File: src/rtl/lms_ss_pkg.sv
package lms_ss_pkg;

  typedef enum logic [1:0] {
    TAP_ADAPT = 2'd0,
    TAP_UNITY = 2'd1,
    TAP_ZERO  = 2'd2
  } tap_kind_e;

  // main cursor pinned to unity, first post-cursor pinned to zero
  function automatic tap_kind_e kind_of(input int idx, input int main_idx);
    if (idx == main_idx)     return TAP_UNITY;
    if (idx == main_idx + 1) return TAP_ZERO;
    return TAP_ADAPT;
  endfunction

endpackage

File: src/rtl/lms_sign_acc.sv
module lms_sign_acc #(
  parameter int unsigned ACC_W = 14
) (
  input  logic clk_i,
  input  logic rst_ni,
  input  logic cnt_i,
  input  logic pos_i,
  input  logic flush_i,
  input  logic zero_i,
  output logic inc_o,
  output logic dec_o
);

  localparam logic signed [ACC_W-1:0] ONE = {{(ACC_W-1){1'b0}}, 1'b1};

  logic signed [ACC_W-1:0] acc_q, sum;

  // sum includes the current symbol so a flush sees the whole window
  always_comb begin
    sum = acc_q;
    if (zero_i)     sum = '0;
    else if (cnt_i) sum = pos_i ? acc_q + ONE : acc_q - ONE;
  end

  assign inc_o = !sum[ACC_W-1] && (sum != '0);
  assign dec_o = sum[ACC_W-1];

  always_ff @(posedge clk_i or negedge rst_ni) begin
    if (!rst_ni)                acc_q <= '0;
    else if (flush_i || zero_i) acc_q <= '0;
    else                        acc_q <= sum;
  end

endmodule

File: src/rtl/lms_tap_slice.sv
module lms_tap_slice
  import lms_ss_pkg::*;
#(
  parameter tap_kind_e   KIND      = TAP_ADAPT,
  parameter int unsigned COEF_W    = 8,
  parameter int unsigned ACC_W     = 14,
  parameter bit          UP_ON_POS = 1'b0
) (
  input  logic                     clk_i,
  input  logic                     rst_ni,
  input  logic                     cnt_i,
  input  logic                     pos_i,
  input  logic                     flush_i,
  input  logic                     en_i,
  output logic signed [COEF_W-1:0] coef_o
);

  localparam logic signed [COEF_W-1:0] C_MAX   = {1'b0, {(COEF_W-1){1'b1}}};
  localparam logic signed [COEF_W-1:0] C_MIN   = {1'b1, {(COEF_W-1){1'b0}}};
  localparam logic signed [COEF_W-1:0] C_ONE   = {{(COEF_W-1){1'b0}}, 1'b1};
  localparam logic signed [COEF_W-1:0] C_UNITY = C_ONE << (COEF_W-2);

  generate
    if (KIND == TAP_ADAPT) begin : g_adapt
      logic inc, dec, raise, lower;
      logic signed [COEF_W-1:0] coef_q;

      lms_sign_acc #(.ACC_W(ACC_W)) u_acc (
        .clk_i   (clk_i),
        .rst_ni  (rst_ni),
        .cnt_i   (cnt_i),
        .pos_i   (pos_i),
        .flush_i (flush_i),
        .zero_i  (!en_i),
        .inc_o   (inc),
        .dec_o   (dec)
      );

      assign raise = UP_ON_POS ? inc : dec;
      assign lower = UP_ON_POS ? dec : inc;

      always_ff @(posedge clk_i or negedge rst_ni) begin
        if (!rst_ni)    coef_q <= '0;
        else if (!en_i) coef_q <= '0;
        else if (flush_i) begin
          if (raise && (coef_q != C_MAX))      coef_q <= coef_q + C_ONE;
          else if (lower && (coef_q != C_MIN)) coef_q <= coef_q - C_ONE;
        end
      end

      assign coef_o = coef_q;
    end else begin : g_pinned
      logic unused_pins;
      assign unused_pins = ^{clk_i, rst_ni, cnt_i, pos_i, flush_i, en_i};
      assign coef_o = (KIND == TAP_UNITY) ? C_UNITY : '0;
    end
  endgenerate

endmodule

File: src/rtl/lms_level_pair.sv
module lms_level_pair #(
  parameter int unsigned LVL_W    = 8,
  parameter int unsigned ACC_W    = 14,
  parameter int unsigned IN_INIT  = 16,
  parameter int unsigned OUT_INIT = 48
) (
  input  logic                    clk_i,
  input  logic                    rst_ni,
  input  logic                    cnt_i,
  input  logic                    err_neg_i,
  input  logic [1:0]              sym_i,
  input  logic                    flush_i,
  output logic signed [LVL_W-1:0] in_mag_o,
  output logic signed [LVL_W-1:0] out_mag_o
);

  localparam logic signed [LVL_W:0] L_MAX = {2'b00, {(LVL_W-1){1'b1}}};
  localparam logic signed [LVL_W:0] L_ONE = {{LVL_W{1'b0}}, 1'b1};

  logic outer, pos;
  logic i_inc, i_dec, o_inc, o_dec;
  logic signed [LVL_W-1:0] l1_q, l3_q;
  logic signed [LVL_W:0]   c1, c3, lo3;
  logic unused_msb;

  assign outer = (sym_i[1] == sym_i[0]);
  assign pos   = err_neg_i ^ sym_i[1];

  lms_sign_acc #(.ACC_W(ACC_W)) u_acc_in (
    .clk_i   (clk_i),
    .rst_ni  (rst_ni),
    .cnt_i   (cnt_i && !outer),
    .pos_i   (pos),
    .flush_i (flush_i),
    .zero_i  (1'b0),
    .inc_o   (i_inc),
    .dec_o   (i_dec)
  );

  lms_sign_acc #(.ACC_W(ACC_W)) u_acc_out (
    .clk_i   (clk_i),
    .rst_ni  (rst_ni),
    .cnt_i   (cnt_i && outer),
    .pos_i   (pos),
    .flush_i (flush_i),
    .zero_i  (1'b0),
    .inc_o   (o_inc),
    .dec_o   (o_dec)
  );

  // outer first, then inner clamped under the new outer: ordering kept
  always_comb begin
    c3 = {l3_q[LVL_W-1], l3_q};
    if (o_inc)      c3 = c3 + L_ONE;
    else if (o_dec) c3 = c3 - L_ONE;
    if (c3 > L_MAX) c3 = L_MAX;
    lo3 = {l1_q[LVL_W-1], l1_q} + L_ONE;
    if (c3 < lo3)   c3 = lo3;

    c1 = {l1_q[LVL_W-1], l1_q};
    if (i_inc)      c1 = c1 + L_ONE;
    else if (i_dec) c1 = c1 - L_ONE;
    if (c1 < L_ONE)      c1 = L_ONE;
    if (c1 > c3 - L_ONE) c1 = c3 - L_ONE;
  end

  assign unused_msb = c1[LVL_W] ^ c3[LVL_W];

  always_ff @(posedge clk_i or negedge rst_ni) begin
    if (!rst_ni) begin
      l1_q <= LVL_W'(IN_INIT);
      l3_q <= LVL_W'(OUT_INIT);
    end else if (flush_i) begin
      l1_q <= c1[LVL_W-1:0];
      l3_q <= c3[LVL_W-1:0];
    end
  end

  assign in_mag_o  = l1_q;
  assign out_mag_o = l3_q;

endmodule

File: src/rtl/lms_ss_adapt.sv
module lms_ss_adapt
  import lms_ss_pkg::*;
#(
  parameter int unsigned NUM_PRE      = 6,
  parameter int unsigned NUM_POST     = 24,
  parameter int unsigned COEF_W       = 8,
  parameter int unsigned LVL_W        = 8,
  parameter int unsigned WIN_LOG2     = 12,
  parameter int unsigned LVL_IN_INIT  = 16,
  parameter int unsigned LVL_OUT_INIT = 48
) (
  input  logic                                        clk_i,
  input  logic                                        rst_ni,
  input  logic                                        sym_vld_i,
  input  logic                                        err_neg_i,
  input  logic [1:0]                                  sym_i,
  input  logic [NUM_PRE+NUM_POST:0]                   x_neg_i,
  input  logic [NUM_PRE+NUM_POST:0]                   tap_en_i,
  output logic [(NUM_PRE+NUM_POST+1)*COEF_W-1:0]      taps_o,
  output logic [COEF_W-1:0]                           dfe_o,
  output logic [4*LVL_W-1:0]                          lvl_o,
  output logic                                        done_o
);

  localparam int unsigned NUM_TAPS = NUM_PRE + NUM_POST + 1;
  localparam int unsigned MAIN_IDX = NUM_PRE;
  localparam int unsigned ACC_W    = WIN_LOG2 + 2;

  logic [WIN_LOG2-1:0] win_q;
  logic [1:0]          prev_q;
  logic                flush, done_q;

  assign flush = sym_vld_i && (&win_q);

  always_ff @(posedge clk_i or negedge rst_ni) begin
    if (!rst_ni) begin
      win_q  <= '0;
      prev_q <= 2'd0;
      done_q <= 1'b0;
    end else begin
      done_q <= flush;
      if (sym_vld_i) begin
        win_q  <= win_q + 1'b1;
        prev_q <= sym_i;
      end
    end
  end

  genvar k;
  generate
    for (k = 0; k < NUM_TAPS; k++) begin : g_tap
      logic signed [COEF_W-1:0] coef;
      lms_tap_slice #(
        .KIND      (kind_of(k, MAIN_IDX)),
        .COEF_W    (COEF_W),
        .ACC_W     (ACC_W),
        .UP_ON_POS (1'b0)
      ) u_slice (
        .clk_i   (clk_i),
        .rst_ni  (rst_ni),
        .cnt_i   (sym_vld_i),
        .pos_i   (err_neg_i ~^ x_neg_i[k]),
        .flush_i (flush),
        .en_i    (tap_en_i[k]),
        .coef_o  (coef)
      );
      assign taps_o[k*COEF_W +: COEF_W] = coef;
    end
  endgenerate

  logic signed [COEF_W-1:0] dfe_coef;

  // DFE: product of error sign and previous decision sign
  lms_tap_slice #(
    .KIND      (TAP_ADAPT),
    .COEF_W    (COEF_W),
    .ACC_W     (ACC_W),
    .UP_ON_POS (1'b1)
  ) u_dfe (
    .clk_i   (clk_i),
    .rst_ni  (rst_ni),
    .cnt_i   (sym_vld_i),
    .pos_i   (err_neg_i ^ prev_q[1]),
    .flush_i (flush),
    .en_i    (1'b1),
    .coef_o  (dfe_coef)
  );

  logic signed [LVL_W-1:0] l_in, l_out;

  lms_level_pair #(
    .LVL_W    (LVL_W),
    .ACC_W    (ACC_W),
    .IN_INIT  (LVL_IN_INIT),
    .OUT_INIT (LVL_OUT_INIT)
  ) u_lvl (
    .clk_i     (clk_i),
    .rst_ni    (rst_ni),
    .cnt_i     (sym_vld_i),
    .err_neg_i (err_neg_i),
    .sym_i     (sym_i),
    .flush_i   (flush),
    .in_mag_o  (l_in),
    .out_mag_o (l_out)
  );

  assign dfe_o  = dfe_coef;
  assign lvl_o  = {l_out, l_in, -l_in, -l_out};
  assign done_o = done_q;

endmodule

File: config.mk
export PLATFORM = sky130hd
export DESIGN_NAME = lms_ss_adapt
export DESIGN_NICKNAME = d
export VERILOG_FILES = /design/src/rtl/lms_ss_pkg.sv /design/src/rtl/lms_sign_acc.sv /design/src/rtl/lms_tap_slice.sv /design/src/rtl/lms_level_pair.sv /design/src/rtl/lms_ss_adapt.sv
export SDC_FILE = /design/constraint.sdc
export NUM_CORES = 2
export LEC_CHECK = 0
export ABC_AREA = 1
export BUFFER_PORTS_ARGS = -buffer_cell sky130_fd_sc_hd__buf_2
export CORE_MARGIN = 5
export CORE_UTILIZATION = 54
export CTS_BUF_LIST = sky130_fd_sc_hd__clkbuf_8 sky130_fd_sc_hd__clkbuf_16
export DETAILED_ROUTE_END_ITERATION = 8
export GPL_ROUTABILITY_DRIVEN = 0
export PLACE_DENSITY_LB_ADDON = 0.12
export SYNTH_ARGS = -nofsm -noshare
export SYNTH_HDL_FRONTEND = slang
export SYNTH_SLANG_ARGS = --single-unit
File: constraint.sdc
create_clock -name clk_i -period 7.3 [get_ports clk_i]
set_input_delay 0.73 -clock clk_i [delete_from_list [all_inputs] [get_ports clk_i]]
set_output_delay 0.73 -clock clk_i [all_outputs]
set_load 0.005 [all_outputs]
==> impl_metrics.yaml <==
synth:
  ys_seq_area_frac: 0.3059
  async_reset_ff_frac: 1.000
  synth_top_area_frac: 0.3046
  yosys-top-cells-area: "dfrtp_1 (30%), ha_1 (12%), nand2_1 (8.5%)"
  ys_types: 66
  ys_warn_count: 0
  ys.flop_type: "dfrtp_1"
  synth_edf_count: 0
  yosys_register_bits: 718
  synth.most_common_cell: "nand2_1"
  synth_commonest_cells: "nand2_1 (1332), nor2_1 (1003), inv_1 (930)"
  syn-cell-area_um2: 58750
  synth_top_cell_by_area: "dfrtp_1"
  avgSynthCellArea_um2: 7.345
  syn_inst: 7999
drt:
  ant_nets: 0
  routed_wl_um: 141300
  vias: 53080
  wl_per_cell_um: 14.43
  drt-initial-drc-count: 3204
  drt-vias-per-instance: 5.421
  drc: 0
  dr.pass1.iters: 5
finish:
  fin_cells: 9792
  nFillCells: 9953
  multi_input_area_um2: 36250
  drive_gt1_frac: 0.08983
  synthToLayoutAreaGrowth_pct: 11.67
  fin_nets: 8993
  fin_util: 0.6052
  register_area_um2: 17970
setup_path:
  end_kind: "flop"
  crit_type: "flop to flop"
  startpoint_type: "flop"
  r2r-start: "u_lvl.u_acc_out.acc_q[1]$_DFF_PN0_"
  slowest_stage: "dfrtp_1"
  reg2reg_setup_slack_ps: 470
  slowest_delay_ps: 400
  crit_buf_inv: 7
  worstRegToRegCells: 54
  crit_top_cell: "nand2_1"
  startpoint: "u_lvl.u_acc_out.acc_q[1]$_DFF_PN0_"
  cp_max_fo: 6
  rr_endpoint: "u_lvl.in_mag_o[3]$_DFFE_PN0P_"
  arrival_ps: 7400
  required_ps: 7870
  cp_top_family: "simple AND/OR/NAND/NOR gates"
timing:
  min_period_ps: 6834
  relSlewSlack: 0.2157
  fin_skew_ps: 17.85
  min_period_over_period: 0.9362
  tightest_slew_ps: 1171
  drv_slew: 0
  final_hold_viol_count: 0
  hold_ws_ps: 31.11
  setup_viol: 0
  fmax_mhz: 146.3
power:
  power_leakage_nw: 34.00
  vdd_drop_max_uv: 232.4
  power_density_nw_per_um2: 318.8
floorplan:
  dieHeight_um: 339.8
  dieArea_um2: 115500
  core_area_um2: 108400
  io_pins: 357
  core.rowCount: 121
  die_w_um: 339.8
  start_util: 0.5420
global_route:
  overflow: 0
  grt_max_degree: 184
  grt_antenna_before_repair: 8
  grt_pass1_wl_um: 241200
  grtUsageTotal: 0.2388
  grt_pass1_vias: 51250
worst_hold_path:
  hold_path_class: "primary input to async pin"
clock_network:
  path_clk_slew_ps: 60
  cts_buffers: 89
  cts.htree.levels: 3
  clk_latency_ps: 660
  cts-root-buf: "clkbuf_16"
  ctsLongestPathBuffers: 3
  cts_sinks: 718
  cts_tree: "yes"
run:
  drv_cap: 0
place:
  hpwl_um: 98800
  port-buffer-count: 336
  placed_cells: 9619
run_status:
  status: "finished, final reports clean"
[routing by layer]
layer	wire length (um)	global-route usage
met2	66800	0.4111
met1	66050	0.3214
met5	0	0
met3	5776	0.02942
met4	2632	0.05876
[per-stage QoR]
stage	area (um2)	setup WS, ps	TNS, ps	total power [mW]
finish	65600	466.0	0	20.91
floorplan	58800	31.45	0	13.54
global route	65600	-55.23	-135.1	22.98
CTS	65420	192.2	0	21.02
global placement	62200	-106.5	-546.0	15.72
detailed placement	62200	-271.0	-1801	16.03
[layout by cell type, fill, tap and decap left out, types with 88 or more instances in the layout]
| cell type | instances |
|---|---|
| buf_4 | 113 |
| a21oi_1 | 855 |
| dfrtp_1 | 715 |
| xor2_1 | 356 |
| nand3_1 | 202 |
| o21ai_0 | 643 |
| nor2_1 | 999 |
| nor3_1 | 170 |
| o21bai_1 | 126 |
| nor4_1 | 88 |
| xnor2_1 | 137 |
| inv_1 | 940 |
| clkbuf_16 | 91 |
| nand2_1 | 1330 |
| nand4_1 | 97 |
| ha_1 | 562 |
| buf_2 | 333 |
[how the worst max path moves through the flow]
stage	cells past startpoint	endpoint
after floorplan	54	u_lvl.in_mag_o[2]$_DFFE_PN0P_
after global placement	52	u_lvl.in_mag_o[2]$_DFFE_PN0P_
after detailed placement	54	u_lvl.in_mag_o[2]$_DFFE_PN0P_
after CTS	52	u_lvl.in_mag_o[2]$_DFFE_PN0P_
after global routing	54	u_lvl.in_mag_o[3]$_DFFE_PN0P_
final	54	u_lvl.in_mag_o[3]$_DFFE_PN0P_
[registers in the layout, summed over array words and instances (netlist names)]
signal,cells
prev_q,1
g_tap.u_slice.g_adapt.u_acc.acc_q,406
u_lvl.in_mag_o,8
g_tap.u_slice.coef_o,232
win_q,12
u_lvl.u_acc_in.acc_q,14
done_o,1
u_dfe.coef_o,8
u_lvl.out_mag_o,8
u_dfe.g_adapt.u_acc.acc_q,14
u_lvl.u_acc_out.acc_q,14
[cell type report]
type / count / area share
multi-input cells: 6071 / 0.5525
flip-flops and latches: 718 / 0.2739
inverters: 956 / 0.05481
repair buffers: 462 / 0.04253
clock buffers: 105 / 0.03765
well taps: 1414 / 0.02697
clock inverters: 59 / 0.01131
diodes: 7 / 0.0002670
[worst register-to-register path: cells and delay by family (launching register included)]
family                     cells  cell delay, ps
DFF                            1             400
AOI/OAI and AO/OA              8             940
xor gates and xnor gates       2             400
and+or+nand+nor               32            3190
buffers and inverters          7             600
adders and majority gates      5            1210
[cell families (layout without fill, tap and decap cells)]
logic type	count (synthesis)	count (layout)	share of synthesized area
AND/OR/NAND/NOR	3032	3033	0.2196
AO/OA/AOI/OAI	1891	1891	0.1772
buffers and inverters	1225	1582	0.08067
flip-flops	718	718	0.3059
adder cells (fa/ha/maj)	627	627	0.1412
XOR/XNOR	495	495	0.07380
multiplexers	9	9	0.001533
other	2	23	0.0001278
[power breakdown]
group / switching (mW) / total [mW] / leakage [nW] / internal (mW)
clock network: 1.85 / 4.83 / 1.63 / 2.98
logic: 6.01 / 10.2 / 23.2 / 4.19
registers: 0.953 / 5.88 / 9.19 / 4.93
[repair_timing]
item,4_1_cts,5_1_grt
gates resized for setup,0,31
hold buffers,0,0
endpoints found under the setup margin,0,8
setup buffers,0,1
No activity file was read; power rests on OpenSTA's default activity.
